## config.mk

```make
export PLATFORM = sky130hd
export DESIGN_NAME = irq_aggr
export DESIGN_NICKNAME = d
export VERILOG_FILES = /design/src/rtl/irq_aggr_pkg.sv /design/src/rtl/irq_tick_gen.sv /design/src/rtl/irq_cause_reg.sv /design/src/rtl/irq_mask_reg.sv /design/src/rtl/irq_throttle.sv /design/src/rtl/irq_aggr.sv
export SDC_FILE = /design/constraint.sdc
export NUM_CORES = 1
export LEC_CHECK = 0
export BUFFER_PORTS_ARGS = -buffer_cell sky130_fd_sc_hd__clkbuf_2
export CELL_PAD_IN_SITES_DETAIL_PLACEMENT = 2
export CELL_PAD_IN_SITES_GLOBAL_PLACEMENT = 2
export CORE_MARGIN = 3
export CORE_UTILIZATION = 27
export CTS_CLUSTER_DIAMETER = 80
export CTS_CLUSTER_SIZE = 40
export DETAILED_ROUTE_END_ITERATION = 10
export PLACE_DENSITY = 0.68
export SYNTH_ARGS = -nofsm -noshare
export SYNTH_HDL_FRONTEND = slang
export SYNTH_SLANG_ARGS = --single-unit
```

## constraint.sdc

```tcl
create_clock -name clk_i -period 1.9 [get_ports clk_i]
set_clock_uncertainty 0.05 [all_clocks]
set_input_delay 0.38 -clock clk_i [delete_from_list [all_inputs] [get_ports clk_i]]
set_output_delay 0.38 -clock clk_i [all_outputs]
set_load 0.01 [all_outputs]
```

## src/rtl/irq_aggr_pkg.sv

```systemverilog
package irq_aggr_pkg;
  localparam int unsigned DATA_W = 32;
  localparam int unsigned CAUSE_W = DATA_W - 1;

  localparam logic [15:0] OFF_CAUSE = 16'h00C0;
  localparam logic [15:0] OFF_THROT = 16'h00C4;
  localparam logic [15:0] OFF_CSET  = 16'h00C8;
  localparam logic [15:0] OFF_MSET  = 16'h00D0;
  localparam logic [15:0] OFF_MCLR  = 16'h00D8;
  localparam logic [15:0] OFF_AMASK = 16'h00E0;

  // implemented cause positions: 0-4, 6, 7, 9, 10, 13-17
  localparam logic [CAUSE_W-1:0] CAUSE_IMPL = 31'h0003_E6DF;

  typedef enum logic [2:0] {
    ACC_NONE, ACC_CAUSE, ACC_THROT, ACC_CSET, ACC_MSET, ACC_MCLR, ACC_AMASK
  } acc_e;
endpackage

```

## src/rtl/irq_tick_gen.sv

```systemverilog
module irq_tick_gen #(
  parameter int unsigned TICK_CYCLES = 32
) (
  input  logic clk_i,
  input  logic rst_ni,
  input  logic restart_i,
  output logic tick_o
);
  localparam int unsigned CW = (TICK_CYCLES > 1) ? $clog2(TICK_CYCLES) : 1;
  localparam logic [CW-1:0] LAST = CW'(TICK_CYCLES - 1);

  logic [CW-1:0] cnt_q;

  always_ff @(posedge clk_i or negedge rst_ni) begin
    if (!rst_ni)                            cnt_q <= '0;
    else if (restart_i || (cnt_q == LAST))  cnt_q <= '0;
    else                                    cnt_q <= cnt_q + 1'b1;
  end

  assign tick_o = (cnt_q == LAST);
endmodule

```

## src/rtl/irq_cause_reg.sv

```systemverilog
module irq_cause_reg
  import irq_aggr_pkg::*;
#(
  parameter int unsigned NUM_SRC = 18
) (
  input  logic               clk_i,
  input  logic               rst_ni,
  input  logic [NUM_SRC-1:0] evt_i,
  input  logic               set_i,
  input  logic               rd_clr_i,
  input  logic               w1c_i,
  input  logic [DATA_W-1:0]  wdata_i,
  input  logic               assert_i,
  output logic [DATA_W-1:0]  cause_o
);
  logic [CAUSE_W-1:0] bits_w;
  logic               flag_q;

  for (genvar i = 0; i < CAUSE_W; i++) begin : g_bit
    if ((i < NUM_SRC) && CAUSE_IMPL[i]) begin : g_impl
      logic bit_q;
      always_ff @(posedge clk_i or negedge rst_ni) begin
        if (!rst_ni) bit_q <= 1'b0;
        else         bit_q <= evt_i[i] | (set_i & wdata_i[i]) |
                              (bit_q & ~rd_clr_i & ~(w1c_i & wdata_i[i]));
      end
      assign bits_w[i] = bit_q;
    end else begin : g_rsvd
      assign bits_w[i] = 1'b0;
    end
  end

  // assertion flag: a new assertion wins over a same-cycle clear
  always_ff @(posedge clk_i or negedge rst_ni) begin
    if (!rst_ni)                                   flag_q <= 1'b0;
    else if (assert_i)                             flag_q <= 1'b1;
    else if (rd_clr_i || (w1c_i && wdata_i[DATA_W-1])) flag_q <= 1'b0;
  end

  assign cause_o = {flag_q, bits_w};
endmodule

```

## src/rtl/irq_mask_reg.sv

```systemverilog
module irq_mask_reg
  import irq_aggr_pkg::*;
(
  input  logic              clk_i,
  input  logic              rst_ni,
  input  logic              set_i,
  input  logic              clr_i,
  input  logic              auto_i,
  input  logic              am_wr_i,
  input  logic [DATA_W-1:0] wdata_i,
  output logic [DATA_W-1:0] mask_o,
  output logic [DATA_W-1:0] amask_o
);
  logic [DATA_W-1:0] mask_q, amask_q;

  always_ff @(posedge clk_i or negedge rst_ni) begin
    if (!rst_ni)     mask_q <= '0;
    else if (set_i)  mask_q <= mask_q | wdata_i;
    else if (clr_i)  mask_q <= mask_q & ~wdata_i;
    else if (auto_i) mask_q <= mask_q & ~amask_q;
  end

  always_ff @(posedge clk_i or negedge rst_ni) begin
    if (!rst_ni)      amask_q <= '0;
    else if (am_wr_i) amask_q <= wdata_i;
  end

  assign mask_o  = mask_q;
  assign amask_o = amask_q;
endmodule

```

## src/rtl/irq_throttle.sv

```systemverilog
module irq_throttle #(
  parameter int unsigned ITR_W       = 16,
  parameter int unsigned TICK_CYCLES = 32
) (
  input  logic             clk_i,
  input  logic             rst_ni,
  input  logic             itr_wr_i,
  input  logic [ITR_W-1:0] itr_wdata_i,
  input  logic             pending_i,
  output logic             irq_o,
  output logic             rise_o,
  output logic [ITR_W-1:0] itr_o
);
  logic [ITR_W-1:0] itr_q, tcnt_q;
  logic             irq_q, tick_w, ok_w;

  irq_tick_gen #(.TICK_CYCLES(TICK_CYCLES)) u_tick (
    .clk_i    (clk_i),
    .rst_ni   (rst_ni),
    .restart_i(rise_o),
    .tick_o   (tick_w)
  );

  always_ff @(posedge clk_i or negedge rst_ni) begin
    if (!rst_ni)       itr_q <= '0;
    else if (itr_wr_i) itr_q <= itr_wdata_i;
  end

  // ticks since last assertion, saturating; starts saturated so the first one is free
  always_ff @(posedge clk_i or negedge rst_ni) begin
    if (!rst_ni)                        tcnt_q <= '1;
    else if (rise_o)                    tcnt_q <= '0;
    else if (tick_w && (tcnt_q != '1)) tcnt_q <= tcnt_q + 1'b1;
  end

  assign ok_w   = (itr_q == '0) || (tcnt_q >= itr_q);
  assign rise_o = !irq_q && pending_i && ok_w;

  always_ff @(posedge clk_i or negedge rst_ni) begin
    if (!rst_ni)    irq_q <= 1'b0;
    else if (irq_q) irq_q <= pending_i;
    else            irq_q <= rise_o;
  end

  assign irq_o = irq_q;
  assign itr_o = itr_q;
endmodule

```

## src/rtl/irq_aggr.sv

```systemverilog
module irq_aggr
  import irq_aggr_pkg::*;
#(
  parameter int unsigned NUM_SRC     = 18,
  parameter int unsigned ADDR_W      = 16,
  parameter int unsigned ITR_W       = 16,
  parameter int unsigned TICK_CYCLES = 32
) (
  input  logic               clk_i,
  input  logic               rst_ni,
  input  logic [NUM_SRC-1:0] evt_i,
  input  logic               auto_mask_en_i,
  input  logic               req_i,
  input  logic               we_i,
  input  logic [ADDR_W-1:0]  addr_i,
  input  logic [DATA_W-1:0]  wdata_i,
  output logic [DATA_W-1:0]  rdata_o,
  output logic               irq_o
);
  acc_e              acc;
  logic [DATA_W-1:0] cause_w, mask_w, amask_w, rd_mux, rdata_q;
  logic [ITR_W-1:0]  itr_w;
  logic              rd_w, wr_w, cause_acc, auto_w, pending_w, rise_w;

  always_comb begin
    acc = ACC_NONE;
    if      (addr_i == ADDR_W'(OFF_CAUSE)) acc = ACC_CAUSE;
    else if (addr_i == ADDR_W'(OFF_THROT)) acc = ACC_THROT;
    else if (addr_i == ADDR_W'(OFF_CSET))  acc = ACC_CSET;
    else if (addr_i == ADDR_W'(OFF_MSET))  acc = ACC_MSET;
    else if (addr_i == ADDR_W'(OFF_MCLR))  acc = ACC_MCLR;
    else if (addr_i == ADDR_W'(OFF_AMASK)) acc = ACC_AMASK;
  end

  assign rd_w      = req_i && !we_i;
  assign wr_w      = req_i && we_i;
  assign cause_acc = req_i && (acc == ACC_CAUSE);
  assign auto_w    = cause_acc && auto_mask_en_i && cause_w[DATA_W-1];
  assign pending_w = |(cause_w[CAUSE_W-1:0] & mask_w[CAUSE_W-1:0]);

  irq_cause_reg #(.NUM_SRC(NUM_SRC)) u_cause (
    .clk_i   (clk_i),
    .rst_ni  (rst_ni),
    .evt_i   (evt_i),
    .set_i   (wr_w && (acc == ACC_CSET)),
    .rd_clr_i(rd_w && (acc == ACC_CAUSE)),
    .w1c_i   (wr_w && (acc == ACC_CAUSE)),
    .wdata_i (wdata_i),
    .assert_i(rise_w),
    .cause_o (cause_w)
  );

  irq_mask_reg u_mask (
    .clk_i  (clk_i),
    .rst_ni (rst_ni),
    .set_i  (wr_w && (acc == ACC_MSET)),
    .clr_i  (wr_w && (acc == ACC_MCLR)),
    .auto_i (auto_w),
    .am_wr_i(wr_w && (acc == ACC_AMASK)),
    .wdata_i(wdata_i),
    .mask_o (mask_w),
    .amask_o(amask_w)
  );

  irq_throttle #(.ITR_W(ITR_W), .TICK_CYCLES(TICK_CYCLES)) u_thr (
    .clk_i      (clk_i),
    .rst_ni     (rst_ni),
    .itr_wr_i   (wr_w && (acc == ACC_THROT)),
    .itr_wdata_i(wdata_i[ITR_W-1:0]),
    .pending_i  (pending_w),
    .irq_o      (irq_o),
    .rise_o     (rise_w),
    .itr_o      (itr_w)
  );

  always_comb begin
    case (acc)
      ACC_CAUSE:          rd_mux = cause_w;
      ACC_THROT:          rd_mux = DATA_W'(itr_w);
      ACC_MSET, ACC_MCLR: rd_mux = mask_w;
      ACC_AMASK:          rd_mux = amask_w;
      default:            rd_mux = '0;
    endcase
  end

  always_ff @(posedge clk_i or negedge rst_ni) begin
    if (!rst_ni)   rdata_q <= '0;
    else if (rd_w) rdata_q <= rd_mux;
  end

  assign rdata_o = rdata_q;
endmodule

```

Word level (Yosys, flattened, before mapping)
Cells that the tools add are included.
Widths: inputs -> output; s select.
{ "op_classes": {"n_eq_ne": 14, "add_sub_neg": 2, "n_reduce_logical": 27, "n_lt_le_gt_ge": 1, "bitwise": 105, "n_div": 0, "n_mux": 16, "n_mul": 0, "shift": 0} }
{ "ops": {"columns": ["cell", "count"], "rows": [
  ["$pmux 32 s4", 1],
  ["$eq 16x8->1 const B", 6],
  ["$mux 32", 3],
  ["$and 32x32->32", 2],
  ["$not 32->32", 2],
  ["$and 1x1->1", 56],
  ["$mux 16", 2],
  ["$or 32x32->32", 1],
  ["$and 18x31->31", 1],
  ["$reduce_or 31->1", 1],
  ["$or 1x1->1", 28],
  ["$mux 3", 6],
  ["$add 16x1->16 const B", 1],
  ["$ge 16x16->1", 1],
  ["$logic_and 1x1->1", 16],
  ["$logic_not 16->1", 1],
  ["$ne 16x16->1 const B", 1],
  ["$not 1->1", 15],
  ["$eq 3x3->1 const B", 3],
  ["$eq 3x2->1 const B", 2],
  ["$add 5x1->5 const B", 1],
  ["$eq 5x5->1 const B", 1],
  ["$mux 5", 1],
  ["$reduce_bool 2->1", 2],
  ["other kinds (6)", 11]
]} }
{ "word_totals": {"latch_bits": 0, "regBits": 149, "romBits": 0, "inputBits": 71, "output_inout_bits": 33, "ramBits": 0, "n_memories": 0, "word_cells": 187} }

Depth between registers and ports, before layout
Gate-level depths: netlist (run 1).
{ "logic_depth": {"depth_word": 14, "mapped_depth": 9, "mapped_depth_nobuf": 8} }

Hierarchy
Synthesis (run 1) repeated with hierarchy kept, for this count alone.
{ "hier_totals": {"hier_cells": 780, "hier_area_um2": 8418.1} }
{ "by_module_without_submodules": {"columns": ["module", "area_per_inst_um2", "seq_area_each_um2", "n_inst", "cells_each"], "rows": [
  ["irq_mask_reg", 3108.0, 1601.5, 1, 212],
  ["irq_aggr", 2195.9, 800.8, 1, 251],
  ["irq_throttle", 1941.9, 845.8, 1, 204],
  ["irq_cause_reg", 943.4, 375.4, 1, 96],
  ["irq_tick_gen", 229.0, 125.1, 1, 17]
]} }

Worst setup path after synthesis (run 1)
OpenSTA, ideal clock, no wires.
{ "synth_timing": {"path_type": "input-to-reg", "from": "input addr_i[13]", "to": "register u_cause.g_bit[13].g_impl.bit_q", "required_time_ns": 1.724, "path_stages": 8, "setup_slack_ns": -0.536, "setup_ns": 0.126, "n_path_buf": 3, "arrival_ns": 2.260, "path_cell_list": "or4_1 -> buf_4 -> nor4_4 -> and3_1 -> buf_4 -> buf_6 -> nand2_1 -> a221o_1"} }
{ "synth_via": {"elab_chain_len": 13, "elab_cells_between_ends": 25, "cone_classes": "eq/ne (8); mux (6); bitwise (8); reduce/logical (3)"} }
{ "synth_rtl": {"columns": ["element", "line_no", "source"], "rows": [
  ["start: declaration", "irq_aggr.sv:15", "input logic [ADDR_W-1:0] addr_i,"],
  ["$eq 16x8->1", "irq_aggr.sv:32", "else if (addr_i == ADDR_W'(OFF_AMASK)) acc = ACC_AMASK;"],
  ["$mux 3", "irq_aggr.sv:32", null],
  ["$mux 3", "irq_aggr.sv:31", "else if (addr_i == ADDR_W'(OFF_MCLR)) acc = ACC_MCLR;"],
  ["$mux 3", "irq_aggr.sv:30", "else if (addr_i == ADDR_W'(OFF_MSET)) acc = ACC_MSET;"],
  ["$mux 3", "irq_aggr.sv:29", "else if (addr_i == ADDR_W'(OFF_CSET)) acc = ACC_CSET;"],
  ["$mux 3", "irq_aggr.sv:28", "else if (addr_i == ADDR_W'(OFF_THROT)) acc = ACC_THROT;"],
  ["$mux 3 *", "irq_aggr.sv:27", "if (addr_i == ADDR_W'(OFF_CAUSE)) acc = ACC_CAUSE;"],
  ["$eq 3x1->1", "irq_aggr.sv:46, irq_aggr.sv:47", null],
  ["$logic_and 1x1->1, on equally long branches", "irq_aggr.sv:46, irq_aggr.sv:47", null],
  ["$not 1->1 or $and 1x1->1 (tied branches)", "irq_cause_reg.sv:25", "(bit_q & ~rd_clr_i & ~(w1c_i & wdata_i[i]));"],
  ["$and 1x1->1 or $not 1->1 (tied branches)", "irq_cause_reg.sv:25", null],
  ["$and 1x1->1", "irq_cause_reg.sv:25", null],
  ["$or 1x1->1 *", "irq_cause_reg.sv:24", "else bit_q <= evt_i[i] | (set_i & wdata_i[i]) |"],
  ["end signal: assignment", "irq_cause_reg.sv:24", null],
  ["end: declaration", "irq_cause_reg.sv:21", "logic bit_q;"]
]} }
Every way passes the cells marked *; elsewhere a longest branch is shown, timed or not.
A chain may end at the register's enable or synchronous reset.

Final worst setup path (run 1)
{ "layout_timing": {"from": "input addr_i[14]", "to": "register u_cause.g_bit[0].g_impl.bit_q"} }
{ "layout_via": {"elab_chain_len": 13, "elab_cells_between_ends": 25, "cone_classes": "eq/ne (8); mux (6); bitwise (8); reduce/logical (3)"} }
{ "layout_rtl": {"columns": ["element", "line_no"], "rows": [
  ["$eq 16x8->1", "irq_aggr.sv:32"],
  ["$mux 3", "irq_aggr.sv:32"],
  ["$mux 3", "irq_aggr.sv:31"],
  ["$mux 3", "irq_aggr.sv:30"],
  ["$mux 3", "irq_aggr.sv:29"],
  ["$mux 3", "irq_aggr.sv:28"],
  ["$mux 3 *", "irq_aggr.sv:27"],
  ["$eq 3x1->1", "irq_aggr.sv:46, irq_aggr.sv:47"],
  ["$logic_and 1x1->1, on equally long branches", "irq_aggr.sv:46, irq_aggr.sv:47"],
  ["$not 1->1 or $and 1x1->1 (tied branches)", "irq_cause_reg.sv:25"],
  ["$and 1x1->1 or $not 1->1 (tied branches)", "irq_cause_reg.sv:25"],
  ["$and 1x1->1", "irq_cause_reg.sv:25"],
  ["$or 1x1->1 *", "irq_cause_reg.sv:24"],
  ["end signal: assignment", "irq_cause_reg.sv:24"],
  ["end: declaration", "irq_cause_reg.sv:21"]
]} }
Marked as above.

==> results of run 1 <==
==> path summary, 6_finish.rpt <==
kind / start / to / cells past startpoint
max in group asynchronous: rst_ni / rdata_o[4]$_DFFE_PN0P_ / 3
min in group asynchronous: rst_ni / rdata_o[28]$_DFFE_PN0P_ / 2
worst max-delay path: addr_i[14] / u_cause.g_bit[0].g_impl.bit_q$_DFF_PN0_ / 9
worst min register to register: rdata_o[9]$_DFFE_PN0P_ / rdata_o[9]$_DFFE_PN0P_ / 2
worst max register to register: u_thr.tcnt_q[1]$_DFFE_PN1P_ / u_thr.irq_o$_DFF_PN0_ / 7
worst min-delay path: evt_i[4] / u_cause.g_bit[4].g_impl.bit_q$_DFF_PN0_ / 2
==> what timing repair did <==
| action | in CTS | in global routing |
|---|---|---|
| resized for setup | 89 | 116 |
| cloned | 7 | 8 |
| hold buffers | 1 | 0 |
| endpoints found under the hold margin | 25 | 0 |
| pin swaps | 5 | 59 |
| endpoints found under the setup margin | 94 | 148 |
| setup buffers | 11 | 20 |
==> registers in the layout (all words and copies together) (netlist names) <==
register / flops
u_mask.mask_o: 32
rdata_o: 32
u_mask.amask_o: 32
u_thr.tcnt_q: 16
u_cause.flag_q: 1
u_cause.g_bit.g_impl.bit_q: 14
u_thr.u_tick.cnt_q: 5
u_thr.irq_o: 1
u_thr.itr_o: 16
==> per-layer routing <==
layer,part of all wire,up-vias,GRT usage,routed length (microns)
li1,-,3060,-,-
met2,0.53,155,0.344,17000
met3,0.037,39,0.0379,1190
met4,0.019,0,0.0546,624
met5,0,-,0,0
met1,0.42,3627,0.242,13500
==> cells by family after synthesis <==
family                   synth area share
AO/OA/AOI/OAI                       0.222
XOR/XNOR                           0.0184
adder cells (fa/ha/maj)            0.0313
buffers and inverters              0.0400
flip-flops                          0.493
multiplexers                       0.0724
AND/OR/NAND/NOR                     0.124
==> area by class of cell <==
cell class              count  area [sq um]
clock inverters            13           159
flip-flops and latches    149          3750
clock buffers              19           453
well taps                 372           465
diodes                      1          2.50
fillers                  2888         16200
inverters                  16          60.1
repair buffers            232          2100
multi-input cells         496          4180
==> cells in the final DEF, fill, tap and decap left out, drive strengths merged, types with 23 or more instances in the layout <==
master,synthesis,final
nand2,56,56
clkbuf,24,124
dfrtp,133,133
buf,25,126
mux2,48,48
a21oi,23,23
o21ai,67,67
a21o,34,34
nor2,41,41
inv,16,24
o31a,32,32
==> synth_stat cells (16+ instances only) <==
master    count  area share
dfstp_2      16       0.055
o31a_1       32       0.037
ha_1         19       0.031
o21ai_0      62       0.041
nor2_1       41       0.020
clkbuf_1     24       0.012
a22oi_1      20       0.020
mux2_2       48       0.071
a21o_1       34       0.034
dfrtp_1     133        0.44
nand2_1      56       0.028
inv_1        16      0.0079
a21oi_1      23       0.015
==> through the flow <==
step | TNS [ns] | std cells | setup WS (ns) | power [mW] | instance area [sq um]
2_1_floorplan | -41.07 | 710 | -0.458 | 3.58 | 7780
3_3_place_gp | -57.97 | 1227 | -0.536 | 3.91 | 9320
3_5_place_dp | -65.32 | 1227 | -0.658 | 3.95 | 9320
4_1_cts | -8.31 | 1278 | -0.158 | 7.63 | 10400
5_1_grt | -24.15 | 1298 | -0.347 | 7.95 | 11200
6_report | -16.65 | 1298 | -0.302 | 7.64 | 11200
==> power by group <==
part,switching (mW),internal (mW),leakage [nW]
clock,1.60,2.05,0.301
combinational,0.373,0.315,2.85
sequential,0.0480,3.25,1.94
==> impl_metrics.yaml, run 1 <==
grt:
  antenna_found_initial: 1
  grt_pass1_wl_microns: 45400
  grt-ovfl-total: 0
  grt_pass1_vias: 7586
  grt_max_degree: 61
  grt_usage: 0.195
finish:
  post-route-util: 0.408
  fin_nets: 1002
  area_growth_pct: 46.7
  drive_gt1_frac: 0.499
critical_path:
  critPathBufInv: 4
  path_max_fanout: 7
  r2r_slack_ns: -0.15
  startpoint_type: "input pin"
  crit_family: "simple AND/OR/NAND/NOR gates"
  critPathKind: "input pin to flip-flop"
  worstSetupEndpointType: "flip-flop"
  worstPathCellList: "clkbuf_2, or4_4, buf_6, nor4_4, buf_4, and3_4, buf_8, nand2_1, a221o_1"
  cpPeakStageDelay_ns: 0.58
  arrival_ns: 2.47
  critPathRequiredTime_ns: 2.17
  crit_slowest_cell: "or4_4"
synthesis:
  syn_nets: 800
  yosysWarnings: 0
  avgSynthCellArea_sq_um: 10.7
  seq_area_frac_synth: 0.493
  synth-edff-count: 0
  synthArstFlopShare: 1.00
  syn_inst: 710
  ys_types: 55
  synthFlopType: "dfrtp_1"
  synth-seq-cells: 149
  syn-cell-area_sq_um: 7610
outcome:
  failed_checks: "setup timing"
  status: "finished with violations"
placed_design:
  io_buffers: 99
  globalplace.congestion: 0.738
  post-dp-hpwl_microns: 18600
clocking:
  h-tree-depth: 4
  clock_sinks: 149
  cts.reportedPaths.clkPinSlew_ns: 0.06
  cts_tree: "built"
  cts_buffers: 17
  cts-root-buf: "clkbuf_16"
  clk_latency_ns: 0.45
  cts_buffer_depth: 2
power:
  vdd_drop_max_v: 0.000454
  power.leakage_nw: 5.10
  powerDensity_nw_per_um2: 685
die:
  die-area_sq_um: 30200
  fp.dieH_microns: 174
  std_cell_rows: 60
  die_x_microns: 174
  core_area_sq_um: 27300
  initial_utilization: 0.278
  pin_count: 104
timing:
  rsz0062_at_grt: "yes"
  whs_ns: 0.0875
  drv_slew: 0
  fmax_mhz: 454
  slew_headroom: 0.527
  final.setup.worst_slack_ns: -0.302
  finalCriticalPeriod_ns: 2.20
  fin_crit_sh: 1.16
  worst_pin_slew_ns: 0.710
  setup_viol: 138
  finalHoldViolations: 0
detailed_routing:
  drcViolationCount: 0
  routed_wl_microns: 32300
  avgRoutedWirePerCell_microns: 24.9
  first_iter_violations: 373
  via_per_inst: 5.30
  ant_nets: 0
  dr_total_vias: 6881
  firstDrtPassIters: 5
flow_run:
  maxCapViolations: 0
worst_hold_path:
  hp-class: "input pin to flip-flop"
Power figures use the tool's default switching activity.
==> inputs of run 2 (changes only) <==
--- a/config.mk
+++ b/config.mk
@@ -5,7 +5,6 @@
 export SDC_FILE = /design/constraint.sdc
 export NUM_CORES = 1
 export LEC_CHECK = 0
-export BUFFER_PORTS_ARGS = -buffer_cell sky130_fd_sc_hd__clkbuf_2
 export CELL_PAD_IN_SITES_DETAIL_PLACEMENT = 2
 export CELL_PAD_IN_SITES_GLOBAL_PLACEMENT = 2
 export CORE_MARGIN = 3
@@ -13,7 +12,9 @@
 export CTS_CLUSTER_DIAMETER = 80
 export CTS_CLUSTER_SIZE = 40
 export DETAILED_ROUTE_END_ITERATION = 10
-export PLACE_DENSITY = 0.68
+export DONT_BUFFER_PORTS = 1
+export PLACE_DENSITY_LB_ADDON = 0.05
 export SYNTH_ARGS = -nofsm -noshare
 export SYNTH_HDL_FRONTEND = slang
+export SYNTH_HIERARCHICAL = 1
 export SYNTH_SLANG_ARGS = --single-unit
==> impl_metrics.yaml, run 2 <==
outcome:
  status: "finished with violations"
  failed_checks: "hold timing, setup timing"
clocking:
  cts.reportedPaths.clkPinSlew_ns: 0.07
  cts-root-buf: "clkbuf_16"
  cts_tree: "built"
  cts_buffers: 17
  cts_buffer_depth: 2
  clk_latency_ns: 0.44
  clock_sinks: 149
  h-tree-depth: 4
synthesis:
  synth_adder_area_share: 0.0282
  synthArstFlopShare: 1.00
  ys_types: 64
  synthFlopType: "dfrtp_1"
  avgSynthCellArea_sq_um: 10.8
  synth_top_area_share: 0.395
  synth_top_family_by_area: "compound AO/OA/AOI/OAI gates"
  seq_area_frac_synth: 0.445
  yosys-top-cells-area: "dfrtp_1 (40%), a22oi_1 (6.7%), a221oi_2 (5.5%), mux2_4 (5.5%), dfstp_2 (5.0%)"
  synth-seq-cells: 149
  synth-edff-count: 0
  syn-cell-area_sq_um: 8420
  synth_common_cells: "dfrtp_1 (133), a22oi_1 (75), a21oi_1 (73), nand2_1 (73), buf_4 (33)"
  synth-simple-area-share: 0.128
  yosysMostFrequentCell: "dfrtp_1"
  yosysTopAreaCell: "dfrtp_1"
  synth_xor_area_frac: 0.0135
  syn_inst: 780
  muxShareOfSynthArea: 0.0605
  yosysWarnings: 6
  synth_compound_area_frac: 0.245
detailed_routing:
  via_per_inst: 5.30
  drcViolationCount: 0
  avgRoutedWirePerCell_microns: 26.5
  firstDrtPassIters: 4
  first_iter_violations: 325
  ant_nets: 0
  routed_wl_microns: 35900
  dr_total_vias: 7168
die:
  fp.dieH_microns: 183
  initial_utilization: 0.274
  std_cell_rows: 64
  pin_count: 104
  core_area_sq_um: 30700
  die_x_microns: 183
  die-area_sq_um: 33300
timing:
  drv_slew: 0
  rsz0062_at_grt: "yes"
  final.setup.worst_slack_ns: -0.583
  fin_crit_sh: 1.31
  finalHoldViolations: 149
  finalCriticalPeriod_ns: 2.48
  whs_ns: -0.414
  setup_viol: 149
  fmax_mhz: 403
critical_path:
  worstSetupEndpointType: "flip-flop"
  critPathKind: "input pin to flip-flop"
  crit_slowest_cell: "or4_4"
  path_max_fanout: 8
  cpPeakStageDelay_ns: 0.55
  worstPathCellList: "or4_4, or3_4, or4_4, nor3b_4, buf_6, buf_12, mux2_4"
  critPathBufInv: 2
  crit_family: "simple AND/OR/NAND/NOR gates"
  startpoint_type: "input pin"
  crit_top_cell: "or4_4"
  critPathRequiredTime_ns: 2.17
  arrival_ns: 2.75
grt:
  grt-ovfl-total: 0
  antenna_found_initial: 0
  grt-busiest-layer: "met2"
  use_met3: 0.0383
  met2_usage: 0.349
  use_met1: 0.307
  grt_pass1_wl_microns: 54500
  grt_pass1_vias: 8218
  grt_max_degree: 150
  grt_usage: 0.218
power:
  power.leakage_nw: 5.22
  powerDensity_nw_per_um2: 576
  power_mw: 6.85
  vdd_drop_max_v: 0.000609
finish:
  antennaDiodeCount: 0
  drive_gt1_frac: 0.434
  most-common-layout-cells: "dfrtp_1 (133), buf_4 (128), a21oi_1 (73)"
  stdcell_count: 1353
  fin_nets: 1035
  area_growth_pct: 41.3
  final_common_cell: "dfrtp_1"
placed_design:
  placed_cells_incl_taps: 1256
  post-dp-hpwl_microns: 23600
  globalplace.congestion: 0.780
  io_buffers: 0
worst_hold_path:
  hp-class: "input pin to asynchronous set/reset pin"
flow_run:
  maxCapViolations: 0
-- run 2: final cells by class --
cell class              count  area, sq um
multi-input cells         542         4860
clock buffers              21          460
well taps                 396          495
fillers                  3187        18800
clock inverters            10          106
flip-flops and latches    149         3750
repair buffers            214         2140
inverters                  21         81.3
-- run 2: path summary, 6_finish.rpt --
path / slack, ns / cells past startpoint / from / end
max: -0.58 / 7 / addr_i[12] / u_mask/amask_o[18]$_DFFE_PN0P_
min: -0.41 / 0 / rst_ni / u_mask/amask_o[16]$_DFFE_PN0P_
max reg2reg: -0.55 / 9 / u_cause/g_bit[14].g_impl.bit_q$_DFF_PN0_ / u_cause/flag_q$_DFFE_PN0P_
min reg2reg: 0.49 / 1 / u_mask/amask_o[23]$_DFFE_PN0P_ / u_mask/amask_o[23]$_DFFE_PN0P_
max in group asynchronous: 1.86 / 0 / rst_ni / u_thr/tcnt_q[5]$_DFFE_PN1P_
min in group clk_i: 0.03 / 1 / wdata_i[13] / u_mask/amask_o[13]$_DFFE_PN0P_
-- run 2: logic make-up (layout without fill, tap and decap cells) --
family / count (synthesis) / in the layout
XOR/XNOR: 13 / 13
flip-flops: 149 / 149
buffers and inverters: 105 / 266
adder cells (fa/ha/maj): 19 / 19
other: 1 / 17
AO/OA/AOI/OAI: 265 / 265
AND/OR/NAND/NOR: 193 / 193
multiplexers: 35 / 35
-- run 2: layer usage --
layer	up-vias	wire length (microns)
met3	22	1420
met2	132	16900
li1	3208	-
met5	-	0
met1	3806	17100
met4	0	392
-- run 2: where the power goes --
part,internal (mW),switching [mW]
combinational,0.118,0.143
clock,1.98,1.43
sequential,3.17,0.000421
total,5.28,1.58
-- run 2: repair_timing --
item | 4_1_cts | 5_1_grt
setup buffers | 15 | 7
pin swaps | 37 | 49
gates cloned | 6 | 2
hold endpoints to repair | 183 | 160
setup endpoints to repair | 139 | 149
resized for setup | 112 | 80
hold buffers | 31 | 11
-- run 2: stage by stage --
| stage | setup TNS (ns) | hold WS [ns] | worst slack (ns) | area [sq um] | util |
|---|---|---|---|---|---|
| finish | -62.92 | -0.414 | -0.583 | 11900 | 0.388 |
| global route | -67.45 | -0.442 | -0.602 | 11900 | 0.388 |
| CTS | -52.13 | -0.442 | -0.509 | 11400 | 0.373 |
| detailed placement | -113.36 | 0.0392 | -1.09 | 9770 | 0.319 |
| global placement | -107.50 | 0.0400 | -1.05 | 9770 | 0.319 |
| floorplan | -105.27 | 0.0344 | -1.08 | 8590 | - |
